==> config.mk <==
export PLATFORM = sky130hd
export DESIGN_NAME = thermal_phase_tracker
export DESIGN_NICKNAME = d
export VERILOG_FILES = /design/src/rtl/thermfb_pkg.sv /design/src/rtl/thermfb_cfg_regs.sv /design/src/rtl/thermfb_cfg_check.sv /design/src/rtl/thermfb_step_sel.sv /design/src/rtl/thermfb_phase_reg.sv /design/src/rtl/thermal_phase_tracker.sv
export SDC_FILE = /design/constraint.sdc
export NUM_CORES = 1
export LEC_CHECK = 0
export ABC_AREA = 1
export BUFFER_PORTS_ARGS = -buffer_cell sky130_fd_sc_hd__buf_4
export CAP_MARGIN = 20
export CORE_ASPECT_RATIO = 0.7
export CORE_MARGIN = 3
export CORE_UTILIZATION = 50
export CTS_CLUSTER_SIZE = 14
export DETAILED_ROUTE_END_ITERATION = 10
export PLACE_DENSITY = 0.71
export SKIP_CTS_REPAIR_TIMING = 1
export SLEW_MARGIN = 10
export SYNTH_ARGS = -nofsm -noshare
export SYNTH_HDL_FRONTEND = slang
export SYNTH_SLANG_ARGS = --single-unit
==> constraint.sdc <==
create_clock -name clk_i -period 2.8 [get_ports clk_i]
set_input_delay 0.56 -clock clk_i [delete_from_list [all_inputs] [get_ports clk_i]]
set_output_delay 0.56 -clock clk_i [all_outputs]
set_load 0.02 [all_outputs]
==> src/rtl/thermfb_pkg.sv <==
package thermfb_pkg;

  typedef enum logic [1:0] {
    STEP_HOLD  = 2'd0,
    STEP_UP    = 2'd1,
    STEP_DOWN  = 2'd2,
    STEP_CLEAR = 2'd3
  } step_e;

  // Reset thresholds in 1 mV codes; phases past the third start at zero
  function automatic int dflt_entry(input int k);
    case (k)
      0:       return 574;
      1:       return 938;
      2:       return 1386;
      default: return 0;
    endcase
  endfunction

  function automatic int dflt_exit(input int k);
    case (k)
      0:       return 392;
      1:       return 686;
      2:       return 1078;
      default: return 0;
    endcase
  endfunction

endpackage

==> src/rtl/thermfb_cfg_regs.sv <==
module thermfb_cfg_regs #(
  parameter int PHASE_MAX  = 6,
  parameter int CODE_W     = 12,
  parameter int DEF_PHASES = 3,
  localparam int PW = $clog2(PHASE_MAX + 1),
  localparam int AW = $clog2(2 * PHASE_MAX + 1)
) (
  input  logic              clk_i,
  input  logic              rst_ni,
  input  logic              we_i,
  input  logic [AW-1:0]     addr_i,
  input  logic [CODE_W-1:0] wdata_i,
  output logic [PW-1:0]     num_o,
  output logic [CODE_W-1:0] entry_o [PHASE_MAX],
  output logic [CODE_W-1:0] exit_o  [PHASE_MAX]
);
  import thermfb_pkg::*;

  always_ff @(posedge clk_i or negedge rst_ni) begin
    if (!rst_ni) begin
      num_o <= PW'(DEF_PHASES);
    end else if (we_i && addr_i == '0) begin
      num_o <= wdata_i[PW-1:0];
    end
  end

  for (genvar k = 0; k < PHASE_MAX; k++) begin : g_thr
    localparam logic [AW-1:0] ENTRY_ADDR = AW'(2 * k + 1);
    localparam logic [AW-1:0] EXIT_ADDR  = AW'(2 * k + 2);

    always_ff @(posedge clk_i or negedge rst_ni) begin
      if (!rst_ni) begin
        entry_o[k] <= CODE_W'(dflt_entry(k));
        exit_o[k]  <= CODE_W'(dflt_exit(k));
      end else if (we_i) begin
        if (addr_i == ENTRY_ADDR) entry_o[k] <= wdata_i;
        if (addr_i == EXIT_ADDR)  exit_o[k]  <= wdata_i;
      end
    end
  end

endmodule

==> src/rtl/thermfb_cfg_check.sv <==
module thermfb_cfg_check #(
  parameter int PHASE_MAX = 6,
  parameter int CODE_W    = 12,
  localparam int PW   = $clog2(PHASE_MAX + 1),
  localparam int NSEQ = 2 * PHASE_MAX
) (
  input  logic [PW-1:0]     num_i,
  input  logic [CODE_W-1:0] entry_i [PHASE_MAX],
  input  logic [CODE_W-1:0] exit_i  [PHASE_MAX],
  output logic              err_o
);

  // Interleaved ladder exit1, entry1, exit2, entry2, ...
  logic [CODE_W-1:0] ladder [NSEQ];
  logic [NSEQ-1:0]   bad;
  logic              cnt_bad;

  for (genvar k = 0; k < PHASE_MAX; k++) begin : g_ladder
    assign ladder[2*k]   = exit_i[k];
    assign ladder[2*k+1] = entry_i[k];
  end

  assign bad[0] = 1'b0;

  for (genvar j = 1; j < NSEQ; j++) begin : g_order
    localparam logic [PW:0] JV = (PW + 1)'(j);
    // Rung j is live when it belongs to an enabled phase
    assign bad[j] = (JV < {num_i, 1'b0}) && (ladder[j] <= ladder[j-1]);
  end

  assign cnt_bad = num_i > PW'(PHASE_MAX);
  assign err_o   = cnt_bad || (|bad);

endmodule

==> src/rtl/thermfb_step_sel.sv <==
module thermfb_step_sel #(
  parameter int PHASE_MAX = 6,
  parameter int CODE_W    = 12,
  localparam int PW = $clog2(PHASE_MAX + 1)
) (
  input  logic                     valid_i,
  input  logic [CODE_W-1:0]        sample_i,
  input  logic [PW-1:0]            phase_i,
  input  logic [PW-1:0]            num_i,
  input  logic                     err_i,
  input  logic [CODE_W-1:0]        entry_i [PHASE_MAX],
  input  logic [CODE_W-1:0]        exit_i  [PHASE_MAX],
  output thermfb_pkg::step_e       step_o
);
  import thermfb_pkg::*;

  logic [PHASE_MAX-1:0] at_entry;
  logic [PHASE_MAX-1:0] under_exit;
  logic                 up_hit;
  logic                 dn_hit;

  for (genvar k = 0; k < PHASE_MAX; k++) begin : g_cmp
    assign at_entry[k]   = sample_i >= entry_i[k];
    assign under_exit[k] = sample_i <  exit_i[k];
  end

  // Pick the comparators around the current phase
  always_comb begin
    up_hit = 1'b0;
    dn_hit = 1'b0;
    for (int k = 0; k < PHASE_MAX; k++) begin
      if (phase_i == PW'(k))     up_hit = at_entry[k];
      if (phase_i == PW'(k + 1)) dn_hit = under_exit[k];
    end
  end

  always_comb begin
    if (err_i)                                 step_o = STEP_CLEAR;
    else if (!valid_i)                         step_o = STEP_HOLD;
    else if (phase_i > num_i)                  step_o = STEP_DOWN;
    else if (phase_i < num_i && up_hit)        step_o = STEP_UP;
    else if (phase_i != '0 && dn_hit)          step_o = STEP_DOWN;
    else                                       step_o = STEP_HOLD;
  end

endmodule

==> src/rtl/thermfb_phase_reg.sv <==
module thermfb_phase_reg #(
  parameter int PHASE_MAX = 6,
  localparam int PW = $clog2(PHASE_MAX + 1)
) (
  input  logic               clk_i,
  input  logic               rst_ni,
  input  thermfb_pkg::step_e step_i,
  output logic [PW-1:0]      phase_o,
  output logic               chg_o
);
  import thermfb_pkg::*;

  localparam logic [PW-1:0] ONE = PW'(1);

  logic [PW-1:0] phase_nxt;

  always_comb begin
    unique case (step_i)
      STEP_UP:    phase_nxt = phase_o + ONE;
      STEP_DOWN:  phase_nxt = phase_o - ONE;
      STEP_CLEAR: phase_nxt = '0;
      default:    phase_nxt = phase_o;
    endcase
  end

  always_ff @(posedge clk_i or negedge rst_ni) begin
    if (!rst_ni) begin
      phase_o <= '0;
      chg_o   <= 1'b0;
    end else begin
      phase_o <= phase_nxt;
      chg_o   <= phase_nxt != phase_o;
    end
  end

endmodule

==> src/rtl/thermal_phase_tracker.sv <==
module thermal_phase_tracker #(
  parameter int PHASE_MAX  = 6,
  parameter int CODE_W     = 12,
  parameter int DEF_PHASES = 3,
  localparam int PW = $clog2(PHASE_MAX + 1),
  localparam int AW = $clog2(2 * PHASE_MAX + 1)
) (
  input  logic              clk_i,
  input  logic              rst_ni,
  input  logic              sample_valid_i,
  input  logic [CODE_W-1:0] sample_i,
  input  logic              cfg_we_i,
  input  logic [AW-1:0]     cfg_addr_i,
  input  logic [CODE_W-1:0] cfg_wdata_i,
  output logic [PW-1:0]     phase_o,
  output logic              phase_chg_o,
  output logic              cfg_err_o
);
  import thermfb_pkg::*;

  logic [PW-1:0]     num_q;
  logic [CODE_W-1:0] entry_q [PHASE_MAX];
  logic [CODE_W-1:0] exit_q  [PHASE_MAX];
  step_e             step;

  thermfb_cfg_regs #(
    .PHASE_MAX (PHASE_MAX),
    .CODE_W    (CODE_W),
    .DEF_PHASES(DEF_PHASES)
  ) u_regs (
    .clk_i  (clk_i),
    .rst_ni (rst_ni),
    .we_i   (cfg_we_i),
    .addr_i (cfg_addr_i),
    .wdata_i(cfg_wdata_i),
    .num_o  (num_q),
    .entry_o(entry_q),
    .exit_o (exit_q)
  );

  thermfb_cfg_check #(
    .PHASE_MAX(PHASE_MAX),
    .CODE_W   (CODE_W)
  ) u_check (
    .num_i  (num_q),
    .entry_i(entry_q),
    .exit_i (exit_q),
    .err_o  (cfg_err_o)
  );

  thermfb_step_sel #(
    .PHASE_MAX(PHASE_MAX),
    .CODE_W   (CODE_W)
  ) u_sel (
    .valid_i (sample_valid_i),
    .sample_i(sample_i),
    .phase_i (phase_o),
    .num_i   (num_q),
    .err_i   (cfg_err_o),
    .entry_i (entry_q),
    .exit_i  (exit_q),
    .step_o  (step)
  );

  thermfb_phase_reg #(
    .PHASE_MAX(PHASE_MAX)
  ) u_phase (
    .clk_i  (clk_i),
    .rst_ni (rst_ni),
    .step_i (step),
    .phase_o(phase_o),
    .chg_o  (phase_chg_o)
  );

endmodule

---- Yosys cells after proc, flatten, opt, wreduce, memory -nomap -nowiden ----
Index checks and enable logic that the tools add are counted.
cells by class
  $lt $le $gt $ge ......................... 37
  equality and inequality tests ........... 22
  mux-type cells .......................... 18
  add/subtract/negate cells ............... 2
  reductions and logical operators ........ 31
operators with widths
  cell                   count
  $le A12 B12 Y1         11
  $ge A12 B12 Y1         6
  $lt A12 B12 Y1         6
  $reduce_and A2 Y1      12
  $eq A4 B4 Y1 const B   5
  $eq A4 B3 Y1 const B   4
  $lt A3 B4 Y1 const A   4
  $lt A4 B4 Y1 const A   4
  $logic_and A1 B1 Y1    14
  $mux W1                12
  $reduce_or A11 Y1      1
  $mux W2                5
  $eq A3 B3 Y1 const B   3
  $pmux W3 S3            1
  $eq A4 B2 Y1 const B   2
  $lt A2 B4 Y1 const A   2
  $eq A3 B2 Y1 const B   2
  $eq A2 B2 Y1 const B   2
  $eq A4 B1 Y1 const B   1
  $logic_not A4 Y1       1
  $lt A1 B4 Y1 const A   1
  $add A3 B1 Y3 const B  1
  $eq A3 B1 Y1 const B   1
  $gt A3 B3 Y1           1
  other kinds (8)        8
storage, ports and cells
  flip-flop bits (word level) ............. 151
  output and inout bits ................... 5
  word-level logic and storage cells ...... 125
  input bits .............................. 32

---- Longest topological paths before layout ----
Gate-level depths: netlist of the first run.
  word-level depth ........................ 16
  depth in mapped cells ................... 24
  mapped depth without buffers ............ 24

---- Modules after synthesis ----
Synthesis of the first run repeated with hierarchy kept, for this count alone.
unflattened totals
  cells, all modules ...................... 1942
  area, all modules ....................... 13807.0 µm²
by module, submodules not included
  module             cells each  sequential area each (µm²)  instances  area each (µm²)
  thermfb_cfg_regs   678         3721.1                      1          6047.0
  thermfb_step_sel   600         0.0                         1          3759.9
  thermfb_cfg_check  631         0.0                         1          3724.8
  thermfb_phase_reg  33          100.1                       1          275.3

---- Worst setup path after synthesis of the first run ----
Ideal clock, no wire load.
  kind .................................... register to output
  start ................................... register u_regs.exit_o[55] (netlist name)
  end ..................................... output cfg_err_o
  slack ................................... 432 ps
  path buffers ............................ 0
  arrival time ............................ 1808 ps
  data required time ...................... 2240 ps
  cell stages (with the launch flop) ...... 14
  cells stage by stage .................... dfstp_2 > inv_1 > ha_1 > nand2_1 > nor3_2 > nand2_1 > o2111ai_1 > nand2_1 > nand2_1 > nand2_1 > nor2_1 > nand3_1 > nor2_4 > inv_1
between the ends
  longest elaborated chain between the ends .. 4
  elaborated cells between the ends (all ways) .. 6
  those cells by class .................... order compare (2); reduce/logical (4)
ends and longest elaborated chain
  element                           line                         text
  start: declaration                thermfb_cfg_regs.sv:15       output logic [CODE_W-1:0] exit_o [PHASE_MAX]
  start signal: indexed assignment  thermfb_cfg_regs.sv:34       exit_o[k] <= CODE_W'(dflt_exit(k));
  start signal: indexed assignment  thermfb_cfg_regs.sv:37       if (addr_i == EXIT_ADDR) exit_o[k] <= wdata_i;
  $le A12 B12 Y1                    thermfb_cfg_check.sv:28      assign bad[j] = (JV < {num_i, 1'b0}) && (ladder[j] <= ladder[j-1]);
  $logic_and A1 B1 Y1               thermfb_cfg_check.sv:28
  $reduce_or A11 Y1 *               thermfb_cfg_check.sv:32      assign err_o = cnt_bad || (|bad);
  $logic_or A1 B1 Y1 *              thermfb_cfg_check.sv:32
  end: declaration                  thermal_phase_tracker.sv:17  output logic cfg_err_o
Every way passes the cells marked *; elsewhere a longest branch is shown, timed or not.

---- Worst setup path after layout of the first run ----
  start ................................... register u_regs.entry_o[61] (netlist name)
  end ..................................... output cfg_err_o
between the ends
  longest elaborated chain between the ends .. 4
  elaborated cells between the ends (all ways) .. 6
  those cells by class .................... order compare (2); reduce/logical (4)
ends and longest elaborated chain
  element                           line                     text
  start: declaration                thermfb_cfg_regs.sv:14   output logic [CODE_W-1:0] entry_o [PHASE_MAX],
  start signal: indexed assignment  thermfb_cfg_regs.sv:33   entry_o[k] <= CODE_W'(dflt_entry(k));
  start signal: indexed assignment  thermfb_cfg_regs.sv:36   if (addr_i == ENTRY_ADDR) entry_o[k] <= wdata_i;
  $le A12 B12 Y1                    thermfb_cfg_check.sv:28
  $logic_and A1 B1 Y1               thermfb_cfg_check.sv:28
  $reduce_or A11 Y1 *               thermfb_cfg_check.sv:32
  $logic_or A1 B1 Y1 *              thermfb_cfg_check.sv:32
Marked as above.

==> results of run 1 <==
routing by layer:
| metal | vias to the layer above | wire length, um | global-route usage (%) |
|---|---|---|---|
| li1 | 5577 | - | - |
| met1 | 5329 | 17780 | 42.85 |
| met2 | 417 | 15560 | 42.20 |
| met3 | 42 | 4099 | 7.455 |
| met4 | 0 | 554 | 6.377 |
| met5 | - | 0 | 0 |
critical path: stages, from the launching register on:
cell,delay (ns)
dfstp_2,0.55
inv_2,0.06
ha_4,0.25
inv_2,0.03
nor2_2,0.10
nor2_2,0.05
o21ai_2,0.22
nand3_1,0.12
o2111ai_2,0.07
nand2_1,0.07
nand2_1,0.07
nand2_2,0.06
nor2_4,0.13
nand3_2,0.10
nor2_4,0.14
inv_2,0.04
buf_6,0.12
power by group through the flow:
stage	registers [uW]	clock network [uW]	logic (uW)
detailed placement	3150	0	4850
finish	3150	2440	5280
floorplan	3050	0	3070
CTS	3120	2480	4910
global placement	3140	0	4650
global route	3200	2560	5980
cells by family after synthesis:
logic type / after synthesis / synth area share, %
XOR/XNOR: 1 / 0.07070
adder cells (fa/ha/maj): 279 / 28.17
buffers and inverters: 271 / 8.280
AO/OA/AOI/OAI: 351 / 14.83
AND/OR/NAND/NOR: 530 / 17.80
flip-flops: 151 / 30.84
final timing paths:
check,to,slack (ns),cells after the start
min in group clk_i,u_regs.exit_o[36]$_DFFE_PN0P_,0.34,3
max in group asynchronous,u_regs.entry_o[69]$_DFFE_PN1P_,2.01,2
hold reg to reg,u_regs.exit_o[71]$_DFFE_PN0P_,0.49,2
setup reg to reg,u_phase.chg_o$_DFF_PN0_,-0.09,23
setup / recovery,cfg_err_o,-0.40,16
hold / removal,u_regs.entry_o[58]$_DFFE_PN0P_,0.06,1
cells in the mapped netlist, types with 3 or more instances:
master	instances	area, um2
a21boi_0	3	22.52
a21oi_1	125	625.6
clkbuf_1	27	101.4
dfrtp_1	117	2928
dfstp_2	34	893.4
ha_1	279	3491
inv_1	237	889.6
inv_2	5	18.77
nand2_1	361	1355
nand2_2	3	18.77
nand3_1	42	210.2
nand4_1	36	225.2
nor2_1	71	266.5
nor3_1	4	20.02
nor4_1	4	25.02
o2111ai_1	7	61.31
o211ai_1	7	52.55
o21a_1	3	22.52
o21ai_0	183	915.9
o21ai_1	16	80.08
cell type report:
| type | instances | share of cell area [%] |
|---|---|---|
| multi-input cells | 1161 | 53.38 |
| flip-flops and latches | 151 | 26.14 |
| repair buffers | 137 | 7.308 |
| inverters | 243 | 6.264 |
| clock buffers | 18 | 3.004 |
| well taps | 318 | 2.721 |
| clock inverters | 14 | 1.181 |
through the flow:
stage          hold WS, ns  utilization, %  cell area, um2  instances
6_report           0.05573           60.94           14620       2042
5_1_grt            0.08992           60.94           14620       2042
4_1_cts            0.06110           59.72           14330       2038
3_5_place_dp        0.4726           57.17           13720       2006
3_3_place_gp        0.4694           57.17           13720       2006
2_1_floorplan       0.2644               -           12390       1583
sequential cells by signal, indices dropped and copies added (netlist names):
name             cells
u_regs.num_o         3
u_regs.exit_o       72
u_regs.entry_o      72
u_phase.chg_o        1
u_phase.phase_o      3
==> results by group, run 1 <==
Run status
  – Failing checks: negative setup slack
  – Status: complete, but fails checks

STA
  – Clock Skew: 0.008640 ns
  – RSZ-0062 raised after global routing: true
  – Final min period: 3.203 ns
  – Final Cycle Share: 114.4%
  – Slew Viols, Final: 0
  – Setup ws final: -0.4030 ns
  – Slew @ Worst Pin: 0.8999 ns
  – Final Setup Violations: 3
  – Relative max-transition margin: 39.86%
  – Setup TNS Final: -0.5071 ns
  – Fmax: 312.2 MHz
  – Fin. Hold Viols: 0

Layout
  – Layout cells sized above 1: 15.78%
  – Commonest non-fill, non-tap cell in the layout: nand2_1
  – Fillers: 2,073
  – Diode count: 0
  – Highest-count cells in the layout ignoring fill and taps: nand2_1, ha_1, inv_1
  – Multi-input gate area: 0.007804 mm2
  – Final #Nets: 2,022
  – Reg area: roughly 0.0038 mm2
  – Area growth, synth to finish: 17.99%

Floorplan
  – DIE HEIGHT: 137.7 um
  – Starting Density: 51.64%
  – Die area: ~0.027 mm2
  – Core area: about 0.024 mm2
  – Die X: roughly 190 um
  – Rows: 47
  – Top-Level Pins: 37

Drt
  – DR pass1 iterations: 7
  – Post-route DRC: 0
  – Vias per cell: ~5.6
  – Antenna viol nets, final: 0
  – Initial DRC Count: 1,139
  – Via count of the routed design: 11.37k
  – Routed WL: between 30 and 40 mm
  – Routed length per placed instance: ~19 um

Synthesis
  – Mean post-synth cell area: 7.827 um2
  – Mapped Cells: 1,583
  – Primary FF master, synth: dfrtp_1
  – #FFs+latches synth: 151
  – Post-synth EDFFs: 0
  – Sequential cell area fraction in the yosys report: 30.84%
  – Async S/R FF share, synth: 100.0%
  – Synth warn: 0
  – Cell Area, Synth: 0.01239 mm2
  – Yosys cell types: 35
  – Synth Net Count: 1,894

Critical path
  – Worst path required time: 2.24 ns
  – CP Launch Point: u_regs.entry_o[61]$_DFFE_PN1P_
  – Startpoint types: register
  – WS Path Type: register to output port
  – R2r startpoint: u_regs.entry_o[65]$_DFFE_PN1P_
  – Worst EP arrival: 2.64 ns
  – Crit path capture type: output port
  – Crit Path Max Fanout: 3

Power
  – Flop pwr share: 29.0%
  – Total power: 10,870 uW
  – Switch Pwr: 4550 uW
  – Power Density: 743.2 mW/mm2
  – Switching share of power: 41.87%
  – Leak: 0.007524 uW
  – Internal power: 6317 uW
  – Clock Power Share: 22.5%
  – Combinational Power Share: approximately 50%
  – Worst ir drop on vdd: 568.8 uV

Worst hold path
  – Hold Crit Class: input port to asynchronous set/reset pin

CTS
  – Clk pin slew, worst setup/hold paths: ~0.07 ns
  – Maximum clock path buffer count: 2
  – Clock sink count: 151
  – CTS H-Tree Depth: 4
  – CTS tree: built
  – Inserted Clock Buffers: 17
  – Root Buffer: clkbuf_16
  – Clock latency on the worst-skew pair: 0.45 ns

Placed design
  – Worst slack, placed: -0.1852 ns
  – DP HPWL: between 20 and 30 mm
  – Placer congestion estimate: between 0.9 and 1
  – PortBufs: 36

Run
  – Max_cap viols: 0

GRT
  – GR Overflow Total: 0
  – Maximum number of pins on one net before global-route repair: 57
  – Vias in the first global route: 10.71k
  – First-pass GRT wire length: 59.31 mm
  – Initial antenna violation count: 0
  – All-Layer GR Usage: 28.86%
(Power assumes the default switching activity.)
==> run 2: changes to the inputs <==
ABC_AREA = 0   (was 1)
==> run 2 against run 1 <==
  * The run still ends with negative setup slack left
  * Setup slack got worse by 0.21 ns
  * Clock power about the same
  * Final area increased by 7.3%
  * Critical path depth shrank 6
  * First-iteration DRC count shrank 15%
  * Critical endpoint unchanged
  * Largest cell class unchanged
==> results by group, run 2 <==
Run status
  – Status: complete, but fails checks
  – Failing checks: negative setup slack

Power
  – Flop pwr share: between 20% and 30%
  – Leak: between 0.007 and 0.008 uW
  – Switch Pwr: 4336 uW
  – Power Density: about 720 mW/mm2
  – Combinational Power Share: 50.8%
  – Clock Power Share: 21.4%
  – Internal power: roughly 7000 uW
  – Worst ir drop on vdd: between 400 and 500 uV
  – Switching share of power: 38.26%
  – Total power: 11,330 uW

STA
  – Setup ws final: -0.6103 ns
  – Final Cycle Share: 121.8%
  – Final min period: 3.410 ns
  – RSZ-0062 raised after global routing: true
  – Fmax: just under 300 MHz
  – Fin. Hold Viols: 0
  – Slew @ Worst Pin: around 0.73 ns
  – Relative max-transition margin: between 50% and 60%
  – Setup TNS Final: -0.7599 ns
  – Slew Viols, Final: 0
  – Final Setup Violations: 5
  – Clock Skew: 0.008414 ns

Worst hold path
  – Hold Crit Class: input port to asynchronous set/reset pin

CTS
  – Clk pin slew, worst setup/hold paths: 0.07 ns
  – Clock sink count: 151
  – Clock latency on the worst-skew pair: roughly 0.44 ns
  – Root Buffer: clkbuf_16
  – CTS tree: built
  – Maximum clock path buffer count: 2
  – Inserted Clock Buffers: 17
  – CTS H-Tree Depth: 4

Synthesis
  – Mean post-synth cell area: approximately 9.3 um2
  – Cell Area, Synth: ~0.012 mm2
  – Synth cell count leaders: ha_1, inv_1, o21ai_0
  – Mapped Cells: 1,322
  – Synth Net Count: 1,633
  – #FFs+latches synth: 151
  – Top-count cell post-synth: ha_1
  – Yosys top cell by area: ha_1
  – Primary FF master, synth: dfrtp_1
  – Synth warn: 0
  – Sequential cell area fraction in the yosys report: 31.24%
  – Yosys cell types: 57
  – Ranking of synthesized cells by area: ha_1, dfrtp_1, dfstp_2
  – Post-synth EDFFs: 0
  – Synth top area share: 28.54%
  – Async S/R FF share, synth: 100.0%

Layout
  – Layout cells sized above 1: 29.86%
  – Final instance area: 0.01569 mm2
  – Fillers: 1,914
  – Final core occ: 65.87%
  – Commonest non-fill, non-tap cell in the layout: ha_1
  – Area growth, synth to finish: 28.24%
  – Highest-count cells in the layout ignoring fill and taps: ha_1, buf_4, inv_1
  – Largest registers: u_regs.entry_o x72, u_regs.exit_o x72
  – Final #Nets: 1,892

Floorplan
  – Rows: 47
  – DIE HEIGHT: 136.9 um
  – Die area: 0.02641 mm2
  – Die X: 193.0 um
  – Core area: 0.02382 mm2
  – Top-Level Pins: 37
  – Starting Density: between 50% and 60%

GRT
  – GR Overflow Total: 0
  – Initial antenna violation count: 0
  – Vias in the first global route: 10.85k
  – All-Layer GR Usage: 30.53%
  – First-pass GRT wire length: 59.86 mm
  – Maximum number of pins on one net before global-route repair: 66

Placed design
  – Placed Area: 0.01458 mm2
  – DP HPWL: 29.44 mm
  – Worst slack, placed: -0.4839 ns
  – Placer congestion estimate: 0.9819
  – PortBufs: 36

Critical path
  – Worst EP arrival: 2.85 ns
  – Crit Path Max Fanout: 2
  – Crit path capture type: output port
  – WS Path Type: register to output port
  – Startpoint types: register
  – Worst path required time: 2.24 ns

Drt
  – Routed length per placed instance: 20.80 um
  – DR pass1 iterations: 5
  – Initial DRC Count: 966
  – Routed WL: 39.80 mm
  – Via count of the routed design: 11.10k
  – Antenna viol nets, final: 0
  – Post-route DRC: 0
  – Vias per cell: around 5.8

Run
  – Max_cap viols: 0
[run 2: changes by cell type in the layout (fill, tap and decap cells not counted), sizes merged, moves of 17 or more]
cell,previous run,this run
nand2,365,127
mux2,0,63
nor2,74,40
nand2b,0,18
nand3,43,26
o21ai,199,133
a21oi,126,81
buf,137,272
a21o,1,18
inv,245,163
[run 2: power groups by stage]
stage               combinational [uW]  sequential (uW)  clock [uW]
detailed placement                5200             3160           0
global route                      6410             3210        2560
floorplan                         2970             3080           0
global placement                  4980             3140           0
CTS                               5270             3130        2460
finish                            5760             3150        2430
[run 2: final timing paths]
kind,from,to,slack (ns),cells after the start
max reg2reg,u_regs.entry_o[44]$_DFFE_PN1P_,u_phase.phase_o[1]$_DFF_PN0_,-0.06,12
min in group clk_i,cfg_wdata_i[1],u_regs.entry_o[49]$_DFFE_PN1P_,0.48,3
min,rst_ni,u_regs.entry_o[28]$_DFFE_PN0P_,0.13,1
min reg2reg,u_regs.exit_o[69]$_DFFE_PN0P_,u_regs.exit_o[69]$_DFFE_PN0P_,0.51,1
max in group asynchronous,rst_ni,u_regs.entry_o[37]$_DFFE_PN1P_,1.80,2
max,u_regs.exit_o[49]$_DFFE_PN1P_,cfg_err_o,-0.61,10
[run 2: logic make-up after synthesis]
family                   share of synthesized area [%]
buffers and inverters                            6.014
AND/OR/NAND/NOR                                  12.15
adder cells (fa/ha/maj)                          28.54
flip-flops                                       31.24
AO/OA/AOI/OAI                                    16.18
multiplexers                                     5.881
[run 2: worst max-delay path, cell delays in order (launching register included)]
cell	delay (ns)
dfstp_2	0.53
inv_1	0.07
ha_4	0.27
nor2b_4	0.12
o211ai_1	0.10
a2111oi_2	0.35
nor4_2	0.10
nor4_4	0.27
a2bb2oi_1	0.19
nand4_1	0.19
buf_4	0.22
[run 2: per-stage QoR]
step | cells | hold slack (ns)
CTS | 1909 | 0.1573
global route | 1912 | 0.1583
finish | 1913 | 0.1335
detailed placement | 1877 | 0.4953
floorplan | 1322 | 0.2644
global placement | 1877 | 0.4881
[run 2: final cells by class]
class                      instances  area, um2  area share [%]
tap                              318      397.9           2.536
multi-input combinational        977       8138           51.87
inverter                         162      608.1           3.876
timing repair buffer             272       2115           13.48
sequential                       151       3821           24.36
clock buffer                      17      425.4           2.712
antenna                            1      2.502         0.01595
clock inverter                    15      180.2           1.149
[run 2: per-layer routing]
metal	track usage (%)	vias to the layer above	share of wire (%)
met5	0	-	0
met3	6.682	85	9.1
met2	43.37	400	40
met4	9.033	0	2.7
li1	-	5292	-
met1	46.21	5321	48
